[config.mk]
export PLATFORM = sky130hd
export DESIGN_NAME = wdog_regfile_core
export DESIGN_NICKNAME = d
export VERILOG_FILES = /design/src/rtl/wdog_pkg.sv /design/src/rtl/wdog_regs.sv /design/src/rtl/wdog_countdown.sv /design/src/rtl/wdog_pulse_gen.sv /design/src/rtl/wdog_regfile_core.sv
export SDC_FILE = /design/constraint.sdc
export NUM_CORES = 1
export LEC_CHECK = 0
export BUFFER_PORTS_ARGS = -buffer_cell sky130_fd_sc_hd__buf_2
export CORE_UTILIZATION = 45
export DETAILED_ROUTE_END_ITERATION = 16
export SLEW_MARGIN = 30
export SYNTH_ARGS = -nofsm -noshare
export SYNTH_HDL_FRONTEND = slang
export SYNTH_HIERARCHICAL = 1
export SYNTH_SLANG_ARGS = --single-unit
[constraint.sdc]
create_clock -name clk -period 3.8 [get_ports clk]
set_input_delay 0.38 -clock clk [delete_from_list [all_inputs] [get_ports clk]]
set_output_delay 0.38 -clock clk [all_outputs]
set_load 0.05 [all_outputs]
[src/rtl/wdog_pkg.sv]
package wdog_pkg;

    typedef enum logic [7:0] {
        ST_INIT = 8'h00,
        ST_OFF  = 8'h01,
        ST_ON   = 8'h02
    } run_state_e;

    localparam logic [7:0] ADR_CAUSE = 8'h05;
    localparam logic [7:0] ADR_STATE = 8'h06;
    localparam logic [7:0] ADR_TMO   = 8'h07;
    localparam logic [7:0] ADR_LEFT  = 8'h08;
    localparam logic [7:0] ADR_PING  = 8'h09;
    localparam logic [7:0] ADR_WIDTH = 8'h0A;

    localparam logic [7:0] CAUSE_POWER  = 8'h00;
    localparam logic [7:0] CAUSE_EXPIRY = 8'h01;
    localparam logic [7:0] CAUSE_HOST   = 8'h04;

    localparam logic [7:0] TMO_MIN  = 8'd3;
    localparam logic [7:0] PING_KEY = 8'h00;

    typedef struct packed {
        logic       wr;
        logic [7:0] addr;
        logic [7:0] data;
    } reg_wr_t;

    function automatic logic tmo_ok(input logic [7:0] v);
        return v >= TMO_MIN;
    endfunction

    function automatic logic width_ok(input logic [7:0] v);
        return v != 8'h00;
    endfunction

    function automatic logic state_ok(input logic [7:0] v);
        return (v == ST_OFF) || (v == ST_ON);
    endfunction

endpackage

[src/rtl/wdog_regs.sv]
module wdog_regs
    import wdog_pkg::*;
#(
    parameter logic [7:0] DEF_TMO   = 8'd30,
    parameter logic [7:0] DEF_WIDTH = 8'd100
) (
    input  logic       clk,
    input  logic       rst,
    input  reg_wr_t    wr,
    output run_state_e state_q,
    output logic [7:0] tmo_q,
    output logic [7:0] width_q,
    output logic       reload
);
    logic hit_state, hit_tmo, hit_width, hit_ping;

    always_comb begin
        hit_state = wr.wr && (wr.addr == ADR_STATE);
        hit_tmo   = wr.wr && (wr.addr == ADR_TMO);
        hit_width = wr.wr && (wr.addr == ADR_WIDTH);
        hit_ping  = wr.wr && (wr.addr == ADR_PING);
        reload    = (hit_state && (wr.data == ST_ON) && (state_q != ST_ON)) ||
                    (hit_ping && (wr.data == PING_KEY) && (state_q == ST_ON));
    end

    always_ff @(posedge clk) begin
        if (rst) begin
            state_q <= ST_INIT;
            tmo_q   <= DEF_TMO;
            width_q <= DEF_WIDTH;
        end else begin
            if (hit_state && state_ok(wr.data)) state_q <= run_state_e'(wr.data);
            if (hit_tmo && tmo_ok(wr.data))     tmo_q   <= wr.data;
            if (hit_width && width_ok(wr.data)) width_q <= wr.data;
        end
    end
endmodule

[src/rtl/wdog_countdown.sv]
module wdog_countdown #(
    parameter int         TICKS_PER_SEC = 1000,
    parameter logic [7:0] DEF_TMO       = 8'd30
) (
    input  logic       clk,
    input  logic       rst,
    input  logic       run,
    input  logic       reload,
    input  logic       tick,
    input  logic [7:0] tmo,
    output logic [7:0] left_q,
    output logic       expire
);
    logic sec_end;

    generate
        if (TICKS_PER_SEC == 1) begin : g_direct
            assign sec_end = run && tick && !reload;
        end else begin : g_presc
            localparam int SUB_W = $clog2(TICKS_PER_SEC);
            localparam logic [SUB_W-1:0] SUB_LAST = SUB_W'(TICKS_PER_SEC - 1);
            logic [SUB_W-1:0] sub_q;

            always_ff @(posedge clk) begin
                if (rst || reload) begin
                    sub_q <= '0;
                end else if (run && tick) begin
                    sub_q <= (sub_q == SUB_LAST) ? '0 : sub_q + 1'b1;
                end
            end
            assign sec_end = run && tick && !reload && (sub_q == SUB_LAST);
        end
    endgenerate

    assign expire = sec_end && (left_q == 8'd1);

    always_ff @(posedge clk) begin
        if (rst) begin
            left_q <= DEF_TMO;
        end else if (reload || expire) begin
            left_q <= tmo;
        end else if (sec_end) begin
            left_q <= left_q - 8'd1;
        end
    end
endmodule

[src/rtl/wdog_pulse_gen.sv]
module wdog_pulse_gen
    import wdog_pkg::*;
(
    input  logic       clk,
    input  logic       rst,
    input  logic       tick,
    input  logic       expire,
    input  logic       host_req,
    input  logic [7:0] width,
    output logic [7:0] cause_q,
    output logic       rst_out
);
    logic [7:0] remain_q;

    always_ff @(posedge clk) begin
        if (rst) begin
            remain_q <= '0;
            cause_q  <= CAUSE_POWER;
        end else if (expire || host_req) begin
            remain_q <= width;
            cause_q  <= expire ? CAUSE_EXPIRY : CAUSE_HOST;
        end else if (tick && (remain_q != '0)) begin
            remain_q <= remain_q - 8'd1;
        end
    end

    assign rst_out = (remain_q != '0);
endmodule

[src/rtl/wdog_regfile_core.sv]
module wdog_regfile_core
    import wdog_pkg::*;
#(
    parameter int TICKS_PER_SEC = 1000,
    parameter int DEF_TIMEOUT   = 30,
    parameter int DEF_PULSE_MS  = 100
) (
    input  logic       clk,
    input  logic       rst,
    input  logic       ms_tick,
    input  logic       bus_wr,
    input  logic [7:0] bus_addr,
    input  logic [7:0] bus_wdata,
    output logic [7:0] bus_rdata,
    input  logic       host_req,
    output logic       rst_out
);
    localparam logic [7:0] DEF_TMO_B   = 8'(DEF_TIMEOUT);
    localparam logic [7:0] DEF_WIDTH_B = 8'(DEF_PULSE_MS);

    reg_wr_t    wr_req;
    run_state_e st_q;
    logic [7:0] tmo_q, width_q, left_q, cause_q;
    logic       reload, expire;

    assign wr_req = '{wr: bus_wr, addr: bus_addr, data: bus_wdata};

    wdog_regs #(.DEF_TMO(DEF_TMO_B), .DEF_WIDTH(DEF_WIDTH_B)) u_regs (
        .clk(clk), .rst(rst), .wr(wr_req),
        .state_q(st_q), .tmo_q(tmo_q), .width_q(width_q), .reload(reload)
    );

    wdog_countdown #(.TICKS_PER_SEC(TICKS_PER_SEC), .DEF_TMO(DEF_TMO_B)) u_count (
        .clk(clk), .rst(rst), .run(st_q == ST_ON), .reload(reload),
        .tick(ms_tick), .tmo(tmo_q), .left_q(left_q), .expire(expire)
    );

    wdog_pulse_gen u_pulse (
        .clk(clk), .rst(rst), .tick(ms_tick), .expire(expire),
        .host_req(host_req), .width(width_q), .cause_q(cause_q), .rst_out(rst_out)
    );

    always_comb begin
        case (bus_addr)
            ADR_CAUSE: bus_rdata = cause_q;
            ADR_STATE: bus_rdata = st_q;
            ADR_TMO:   bus_rdata = tmo_q;
            ADR_LEFT:  bus_rdata = left_q;
            ADR_WIDTH: bus_rdata = width_q;
            default:   bus_rdata = 8'h00;
        endcase
    end
endmodule

== After elaboration in Yosys (flattened, before gate mapping) ==
Index checks and enable logic that the tools add are counted.
Storage, ports and cells
  input port bits: 21
  bits in registers: 58
  memories: 0
  latch bits: 0
  ROM bits: 0
  bits in writable memories: 0
Operators by class
  muxes and demuxes: 7
  $add $sub $neg: 3
  eq/ne operators: 12
  shift operators: 0
  multiply operators: 0
  reductions and logical operators: 27
  div/mod/pow operators: 0
  order comparisons: 1
  bitwise gates (word level): 0
Operator list (number)
  $pmux 8 s5: 1
  $mux 8: 4
  $eq 8x3->1 const B: 3
  $eq 8x4->1 const B: 3
  $eq 8x1->1 const B: 2
  $eq 8x2->1 const B: 2
  $logic_and 1x1->1: 16
  $reduce_bool 8->1: 2
  $sub 8x1->8 const B: 2
  $add 10x1->10 const B: 1
  $eq 10x10->1 const B: 1
  $mux 10: 1
  $ge 8x2->1 const B: 1
  $logic_not 8->1: 1
  $ne 8x2->1 const B: 1
  $logic_or 1x1->1: 5
  $reduce_bool 2->1: 2
  $mux 3: 1
  $logic_not 1->1: 1

== Logic depth before layout (Yosys ltp) ==
Gate-level depths: netlist of the first run.
  depth after elaboration: 11
  depth in mapped cells: 13

== Cells and area by module ==
The synthesis of the first run kept the hierarchy.
By module, submodules not included
  wdog_countdown: times used 1, area an instance 1101.1 sq um, cells each 136, seq. area each 360.3 sq um
  wdog_regs: times used 1, area an instance 1096.1 sq um, cells each 117, seq. area each 480.5 sq um
  wdog_regfile_core: times used 1, area an instance 624.3 sq um, cells each 82, seq. area each 0.0 sq um
  wdog_pulse_gen: times used 1, area an instance 621.8 sq um, cells each 70, seq. area each 200.2 sq um

== Worst setup path before layout of the first run ==
No wires, ideal clock.
  kind: in2reg
  start: input bus_wdata[7]
  end: register u_pulse.remain_q[5]
  stages: 12
  path slack: 740 ps
  data required time: 3721 ps
  buffers on the path: 2
  data arrival time: 2981 ps
  path through: nor4_4 > nand2_2 > or4_1 > a21oi_1 > clkbuf_1 > nor4b_1 > nand2_1 > nor2_1 > nor2_1 > clkbuf_1 > nor2_1 > a211oi_2
Between the ends
  word-level cells in the longest chain between the ends: 10
Ends and longest elaborated chain
  start, declared: line wdog_regfile_core.sv:13  | input logic [7:0] bus_wdata,
  $eq 8x2->1 or $logic_not 8->1 (tied branches): line wdog_regs.sv:22, wdog_regs.sv:23
  $logic_and 1x1->1, on equally long branches (2 in a row): line wdog_regs.sv:22, wdog_regs.sv:23
  $logic_or 1x1->1 *: line wdog_regs.sv:22  | reload = (hit_state && (wr.data == ST_ON) && (state_q != ST_ON)) ||
  via reload: line wdog_regfile_core.sv:24  | logic reload, expire;
  $logic_not 1->1 *: line wdog_countdown.sv:31  | assign sec_end = run && tick && !reload && (sub_q == SUB_LAST);
  $logic_and 1x1->1 * (2 in a row): line wdog_countdown.sv:31
  $logic_and 1x1->1 *: line wdog_countdown.sv:35  | assign expire = sec_end && (left_q == 8'd1);
  via expire: line wdog_regfile_core.sv:24
  $logic_or 1x1->1 *: line wdog_pulse_gen.sv:19  | end else if (expire || host_req) begin
  $mux 8 or $reduce_bool 2->1 (tied branches)
  end signal, assigned: line wdog_pulse_gen.sv:20  | remain_q <= width;
  end signal, assigned: line wdog_pulse_gen.sv:23  | remain_q <= remain_q - 8'd1;
  end, declared: line wdog_pulse_gen.sv:13  | logic [7:0] remain_q;
The timed path passes the listed nets; every way through them passes the cells marked *.
A chain may end at the register's enable or synchronous reset.

== Worst setup path after layout of the first run ==
  start: input bus_addr[3]
  end: register u_pulse.remain_q[6]
Between the ends
  word-level cells in the longest chain between the ends: 11
Ends and longest elaborated chain
  start, declared: line wdog_regfile_core.sv:12  | input logic [7:0] bus_addr,
  $eq 8x3->1 or $eq 8x4->1 (tied branches): line wdog_regs.sv:18, wdog_regs.sv:21
  $logic_and 1x1->1, on equally long branches: line wdog_regs.sv:18, wdog_regs.sv:21
  $logic_and 1x1->1, on equally long branches (2 in a row): line wdog_regs.sv:22, wdog_regs.sv:23
  $logic_or 1x1->1 *: line wdog_regs.sv:22
  via reload: line wdog_regfile_core.sv:24
  $logic_not 1->1 *: line wdog_countdown.sv:31
  $logic_and 1x1->1 * (2 in a row): line wdog_countdown.sv:31
  $logic_and 1x1->1 *: line wdog_countdown.sv:35
  via expire: line wdog_regfile_core.sv:24
  $logic_or 1x1->1 *: line wdog_pulse_gen.sv:19
  $mux 8 or $reduce_bool 2->1 (tied branches)
Marked as above.

==> out/results.ini, run 1 <==
[pwr]
total_power_w=0.00110
relative_contribution_of_sequential_cells_to_total_power_pct=50.9
combinational_fraction_of_design_power_pct=12.1
switching_share_pct=25.7
ir_worst_vdd_mv=0.115
p_switching_w=0.000283
internal_power_w=0.000818
power_density_nw_per_um2=296
p_clk_share_pct=36.9
leakage_nw=1.39

[global_route]
grt_first_pass_wirelength_um=13500
grt_util_met2_pct=37.1
grt.met3_usage_pct=3.14
overflow=0
grt_antenna_before_repair=0
grt.met1_usage_pct=30.7
maximum_number_of_pins_on_one_net_before_global_route_repair=49
total_global_routing_track_utilization_pct=22.5
first_global_vias=2679
grt_busiest_layer=met2

[clock_network]
cts_hold_repair.buffers=0
cts_sinks=52
htreeDepth=2
cts.path.max_buffers=2
cts_made_buffers=5
number_of_instances_resized_during_post_cts_repair=0
post_cts_buffers=0
worst_setup_hold_path_clk_slew_ps=100
tritoncts=yes
clock_latency_late_sink_ps=310
clockRootBuffer=sky130_fd_sc_hd__clkbuf_8

[critical_path]
crit_path_start_kind=input pin
critical_path_peak_fanout=31
cp.arrival_ps=2880
worst-endpoint-required_ps=3980
critical_path.endpoint_type=register
timing_worst_setup_path_type=input pin to register

[synth]
synth.lib_cells_used.distinct=70
netlist_instances=405
synth-main-ff-cell=sky130_fd_sc_hd__dfxtp_1
yosysWarningCount=6
yosys-mux-area-fraction_pct=4.98
synth_compound_gate_area_share_pct=16.3
post_synth_and_or_nand_nor_area_fraction_pct=37.5
synth_enable_flop_cells=0
synth_xor_xnor_area_share_pct=2.80
ys_seq_elements=52
netlist_area_um2=3440
syn-mean-instance-area_um2=8.50
synth_seq_area_share_pct=30.2
async_flop_share_pct=0
synth_top_family_by_area=simple AND/OR/NAND/NOR gates
post_synth_fa_ha_maj_area_fraction_pct=1.45

[outcome]
run_status=completed

[sta]
fin_skew_ps=5.25
finalWorstPathRequiredPeriod_ps=2700
post-route-period-util_pct=70.9
accumulated_negative_setup_slack_ps=0
final-setup-viol-count=0
final-max-slew-violation-count=0
rsz0062_at_grt=no
hold_viol_final=0
max_slew_margin_pct=44.9
worst-slew-pin-transition_ps=826
worst_hold_slack_ps=368
post-route-worst-setup-slack_ps=1100
fmaxAchievable_ghz=0.371

[layout]
commonest_non_fill_non_tap_cells_in_the_layout=sky130_fd_sc_hd__dfxtp_1 (52), sky130_fd_sc_hd__nor2_1 (46), sky130_fd_sc_hd__buf_2 (29)
antennaDiodeCount=0
area.sequential_um2=1040
nNetsFinal=446
multiInputGateArea_um2=2200
finish.instance_area_um2=3730
areaGrowthSynthToFinish_pct=8.21
share_of_final_layout_standard_cells_stronger_than_drive_strength_1_pct=16.4
layout_commonest_cell=sky130_fd_sc_hd__dfxtp_1
fillCellCount=712

[worst_hold_path]
hold_path.class=input pin to register

[floorplanning]
io_pins=30
die_y_um=89.5
coreArea_um2=7330
floorplan.rows=31
die_width_um=89.5
initial_core_utilization_pct=47.0
die-area_um2=8010

[placement]
placed_cell_area_um2=3600
dp_hpwl_um=6420
place.gp.congestion=0.876
dp_worst_setup_slack_ps=829
io_buffer_count=29

[routing]
routedWlPerCell_um=16.4
drt.antenna.violating_nets=0
final_wirelength_um=8570
post-route-drc-count=0
via_count=2939
initialDrtViolationCount=111
viasPerCell=5.64
drtPass1Iterations=4

[run]
max_cap_viol_count=0

-- critical path, cell delays in order --
cell,delay [ps]
sky130_fd_sc_hd__buf_2,320
sky130_fd_sc_hd__and3b_1,270
sky130_fd_sc_hd__nand4b_1,100
sky130_fd_sc_hd__or4_1,480
sky130_fd_sc_hd__a21oi_1,210
sky130_fd_sc_hd__nor4b_1,80
sky130_fd_sc_hd__nand2_1,90
sky130_fd_sc_hd__nor2_1,90
sky130_fd_sc_hd__nor2_1,310
sky130_fd_sc_hd__mux2_1,360
sky130_fd_sc_hd__mux2i_1,130
sky130_fd_sc_hd__nor2_1,50
-- path summary, 6_finish.rpt --
check                                              start                       end  slack, ps  depth (start not counted)
worst min-delay path                            host_req        u_pulse/cause_q[2]        370                          3
worst max-delay path                         bus_addr[3]       u_pulse/remain_q[6]       1100                         12
worst max register to register         u_regs/state_q[0]       u_pulse/remain_q[6]       1130                         11
worst min register to register  u_count/g_presc.sub_q[1]  u_count/g_presc.sub_q[1]        490                          2
-- kinds of logic (layout without fill, tap and decap cells) --
family | count (synthesis) | in the layout
XOR/XNOR | 11 | 11
multiplexers | 17 | 17
AO/OA/AOI/OAI | 75 | 75
adder cells (fa/ha/maj) | 4 | 4
other | 1 | 6
AND/OR/NAND/NOR | 197 | 197
flip-flops | 52 | 52
buffers and inverters | 48 | 60
-- final cells by class --
| cell class | instances | share of cell area, % |
|---|---|---|
| sequential | 52 | 27.9 |
| inverter | 20 | 2.01 |
| clock inverter | 2 | 1.04 |
| tap | 99 | 3.32 |
| multi-input combinational | 310 | 59.0 |
| clock buffer | 6 | 2.22 |
| timing repair buffer | 32 | 4.50 |
-- power groups by stage --
stage / clock, W / sequential, W / combinational, W
after floorplan: 0 / 0.000572 / 0.000100
after global placement: 0 / 0.000574 / 0.000131
after detailed placement: 0 / 0.000574 / 0.000133
after CTS: 0.000416 / 0.000561 / 0.000134
after global routing: 0.000434 / 0.000563 / 0.000146
final: 0.000407 / 0.000561 / 0.000134
-- routing by layer --
metal	vias up	wire length [um]	share of wire (%)
met5	-	0	0
met4	0	125	1.5
met3	10	270	3.2
met2	39	3800	44
met1	1383	4370	51
li1	1507	-	-
-- state kept, by name (all words and copies together) (netlist names) --
name                   flops
u_regs/width_q             8
u_regs/state_q             8
u_count/g_presc.sub_q     10
u_pulse/remain_q           8
u_regs/tmo_q               8
u_count/left_q             8
u_pulse/cause_q            2
-- Yosys cell counts (all sizes together) (4+ instances only) --
cell type | instances | area [um2]
a211oi | 7 | 62.6
a21oi | 20 | 100
and2 | 9 | 56.3
and3 | 5 | 32.5
and3b | 15 | 131
and4b | 8 | 86.3
buf | 15 | 106
clkbuf | 13 | 48.8
dfxtp | 52 | 1040
ha | 4 | 50.1
inv | 20 | 75.1
mux2i | 16 | 160
nand2 | 21 | 83.8
nand2b | 9 | 56.3
nand3 | 19 | 100
nand4 | 11 | 68.8
nand4b | 4 | 35.0
nor2 | 46 | 173
nor2b | 4 | 25.0
nor3 | 8 | 40.0
nor4 | 10 | 120
nor4b | 5 | 73.8
nor4bb | 6 | 60.1
o211ai | 13 | 97.6
o21ai | 8 | 40.0
o221ai | 4 | 35.0
xnor2 | 9 | 78.8
-- through the flow --
| step | instances | utilization [%] |
|---|---|---|
| 2_1_floorplan | 410 | - |
| 6_report | 521 | 50.8 |
| 3_5_place_dp | 513 | 49.2 |
| 3_3_place_gp | 513 | 49.2 |
| 5_1_grt | 521 | 50.8 |
| 4_1_cts | 521 | 50.8 |
(Power assumes the default switching activity.)
==> run 2: changes to the inputs <==
==> constraint.sdc (replaced) <==
create_clock -name clk -period 2.5 [get_ports clk]
set_input_delay 0.25 -clock clk [delete_from_list [all_inputs] [get_ports clk]]
set_output_delay 0.25 -clock clk [all_outputs]
set_load 0.05 [all_outputs]
==> out/results.ini, run 2 (synthesis results as in run 1) <==
[critical_path]
crit_chain=nor4_4, nand2_1, or4_4, a21oi_4, buf_4, nor4_4, a21oi_1, or4b_1, o221ai_1
slowest_cell_delay_on_critical_path_ps=450
critical_path_peak_fanout=11
timing_worst_setup_path_type=register to register
critical_path.endpoint_type=register
crit_path_start_kind=register
critical_path.reg2reg.startpoint=u_regs/state_q[5]
worst_path_most_repeated_cell=sky130_fd_sc_hd__nor4_4
buf_inv_on_cp=1
worst-endpoint-required_ps=2730
critical_path.top_delay_family=simple AND/OR/NAND/NOR gates
timing.critical_path.from=u_regs/state_q[5]
cp.arrival_ps=2580
cpMaxStageDelayCell=sky130_fd_sc_hd__or4b_1

[placement]
dp_worst_setup_slack_ps=-32.0
placed_cell_area_um2=3800
io_buffer_count=29
place.gp.congestion=0.846
place_inst=535
dp_hpwl_um=6650

[layout]
layout_commonest_cell=sky130_fd_sc_hd__dfxtp_1
share_of_final_layout_standard_cells_stronger_than_drive_strength_1_pct=22.1
antennaDiodeCount=0
instances_no_fill=542
finish.instance_area_um2=3910
fillCellCount=708
commonest_non_fill_non_tap_cells_in_the_layout=sky130_fd_sc_hd__dfxtp_1 (51), sky130_fd_sc_hd__nor2_1 (44), sky130_fd_sc_hd__buf_2 (29)
flip_flop_count_of_the_largest_register_after_layout=10
nNetsFinal=468
areaGrowthSynthToFinish_pct=13.6
registers.top_by_ff_count=u_count/g_presc.sub_q

[sta]
max_slew_margin_pct=60.1
finalWorstPathRequiredPeriod_ps=2350
final-max-slew-violation-count=0
hold_viol_final=0
post-route-period-util_pct=93.8
fin_skew_ps=8.46
accumulated_negative_setup_slack_ps=0
final-setup-viol-count=0
post-route-worst-setup-slack_ps=154
fmaxAchievable_ghz=0.426
worst-slew-pin-transition_ps=594
rsz0062_at_grt=no

[routing]
via_count=3076
drt.antenna.violating_nets=0
post-route-drc-count=0
initialDrtViolationCount=182
drtPass1Iterations=4
routedWlPerCell_um=16.3
routedLengthMet1_um=4520
met2WireLength_um=3900
topRoutingLayerUsed=met4
viasPerCell=5.68
wl_met3_um=291
final_wirelength_um=8850

[worst_hold_path]
hold_start=bus_wdata[4]
hold_path.class=input pin to register

[pwr]
total_power_w=0.00155
power_density_nw_per_um2=395
leakage_nw=1.50
ir_worst_vdd_mv=0.227

[global_route]
maximum_number_of_pins_on_one_net_before_global_route_repair=30
grt_antenna_before_repair=0
first_global_vias=2842
total_global_routing_track_utilization_pct=23.6
overflow=0
grt_first_pass_wirelength_um=14200

[floorplanning]
die-area_um2=8010
die_width_um=89.5
floorplan.rows=31
coreArea_um2=7330
die_y_um=89.5
initial_core_utilization_pct=47.0
io_pins=30

[clock_network]
post_cts_buffers=0
htreeDepth=2
tritoncts=yes
cts_sinks=52
worst_setup_hold_path_clk_slew_ps=90
number_of_instances_resized_during_post_cts_repair=0
cts_hold_repair.buffers=0
clockRootBuffer=sky130_fd_sc_hd__clkbuf_8
cts.path.max_buffers=2
clock_latency_late_sink_ps=310
cts_made_buffers=5

[outcome]
run_status=completed

[run]
max_cap_viol_count=0

run 2: changes by cell type in the layout (fill, tap and decap cells not counted), sizes merged:
cell | before | now
bufinv | 1 | 0
buf | 32 | 54
run 2: final timing paths:
| path | to | slack (ps) | cells after the start |
|---|---|---|---|
| max | u_count/left_q[5] | 150 | 9 |
| max reg2reg | u_count/left_q[5] | 150 | 9 |
| min | u_regs/width_q[4] | 240 | 3 |
| min reg2reg | u_count/g_presc.sub_q[1] | 500 | 2 |
run 2: worst min-delay path: cells and delay by family:
family                 cells  cell delay, ps
and+or+nand+nor            1              70
buffers and inverters      1             130
AOI/OAI and AO/OA          1              60
run 2: final cells by class:
class	instances	area, um2	share of cell area [%]
clock buffers	6	72.6	1.86
clock inverters	1	5.00	0.128
inverters	20	75.1	1.92
multi-input cells	310	2260	57.8
flip-flops and latches	52	1040	26.7
well taps	99	124	3.17
repair buffers	54	333	8.51
run 2: power by group:
part / internal, W / total (W) / leakage (nW) / switching (W)
sequential: 0.000839 / 0.000852 / 0.422 / 0.0000131
combinational: 0.0000872 / 0.000220 / 1.04 / 0.000133
clock: 0.000192 / 0.000474 / 0.0410 / 0.000282
run 2: per-layer routing:
metal / global-route usage, % / up-vias
met2: 35.5 / 54
met1: 34.6 / 1445
met3: 3.23 / 13
met4: 7.22 / 0
met5: 0 / -
li1: - / 1564
run 2: metrics by stage:
| step | hold slack (ps) | utilization (%) |
|---|---|---|
| after floorplan | 323 | - |
| after global placement | 463 | 51.9 |
| after detailed placement | 479 | 51.9 |
| after CTS | 240 | 53.0 |
| after global routing | 250 | 53.3 |
| final | 239 | 53.3 |
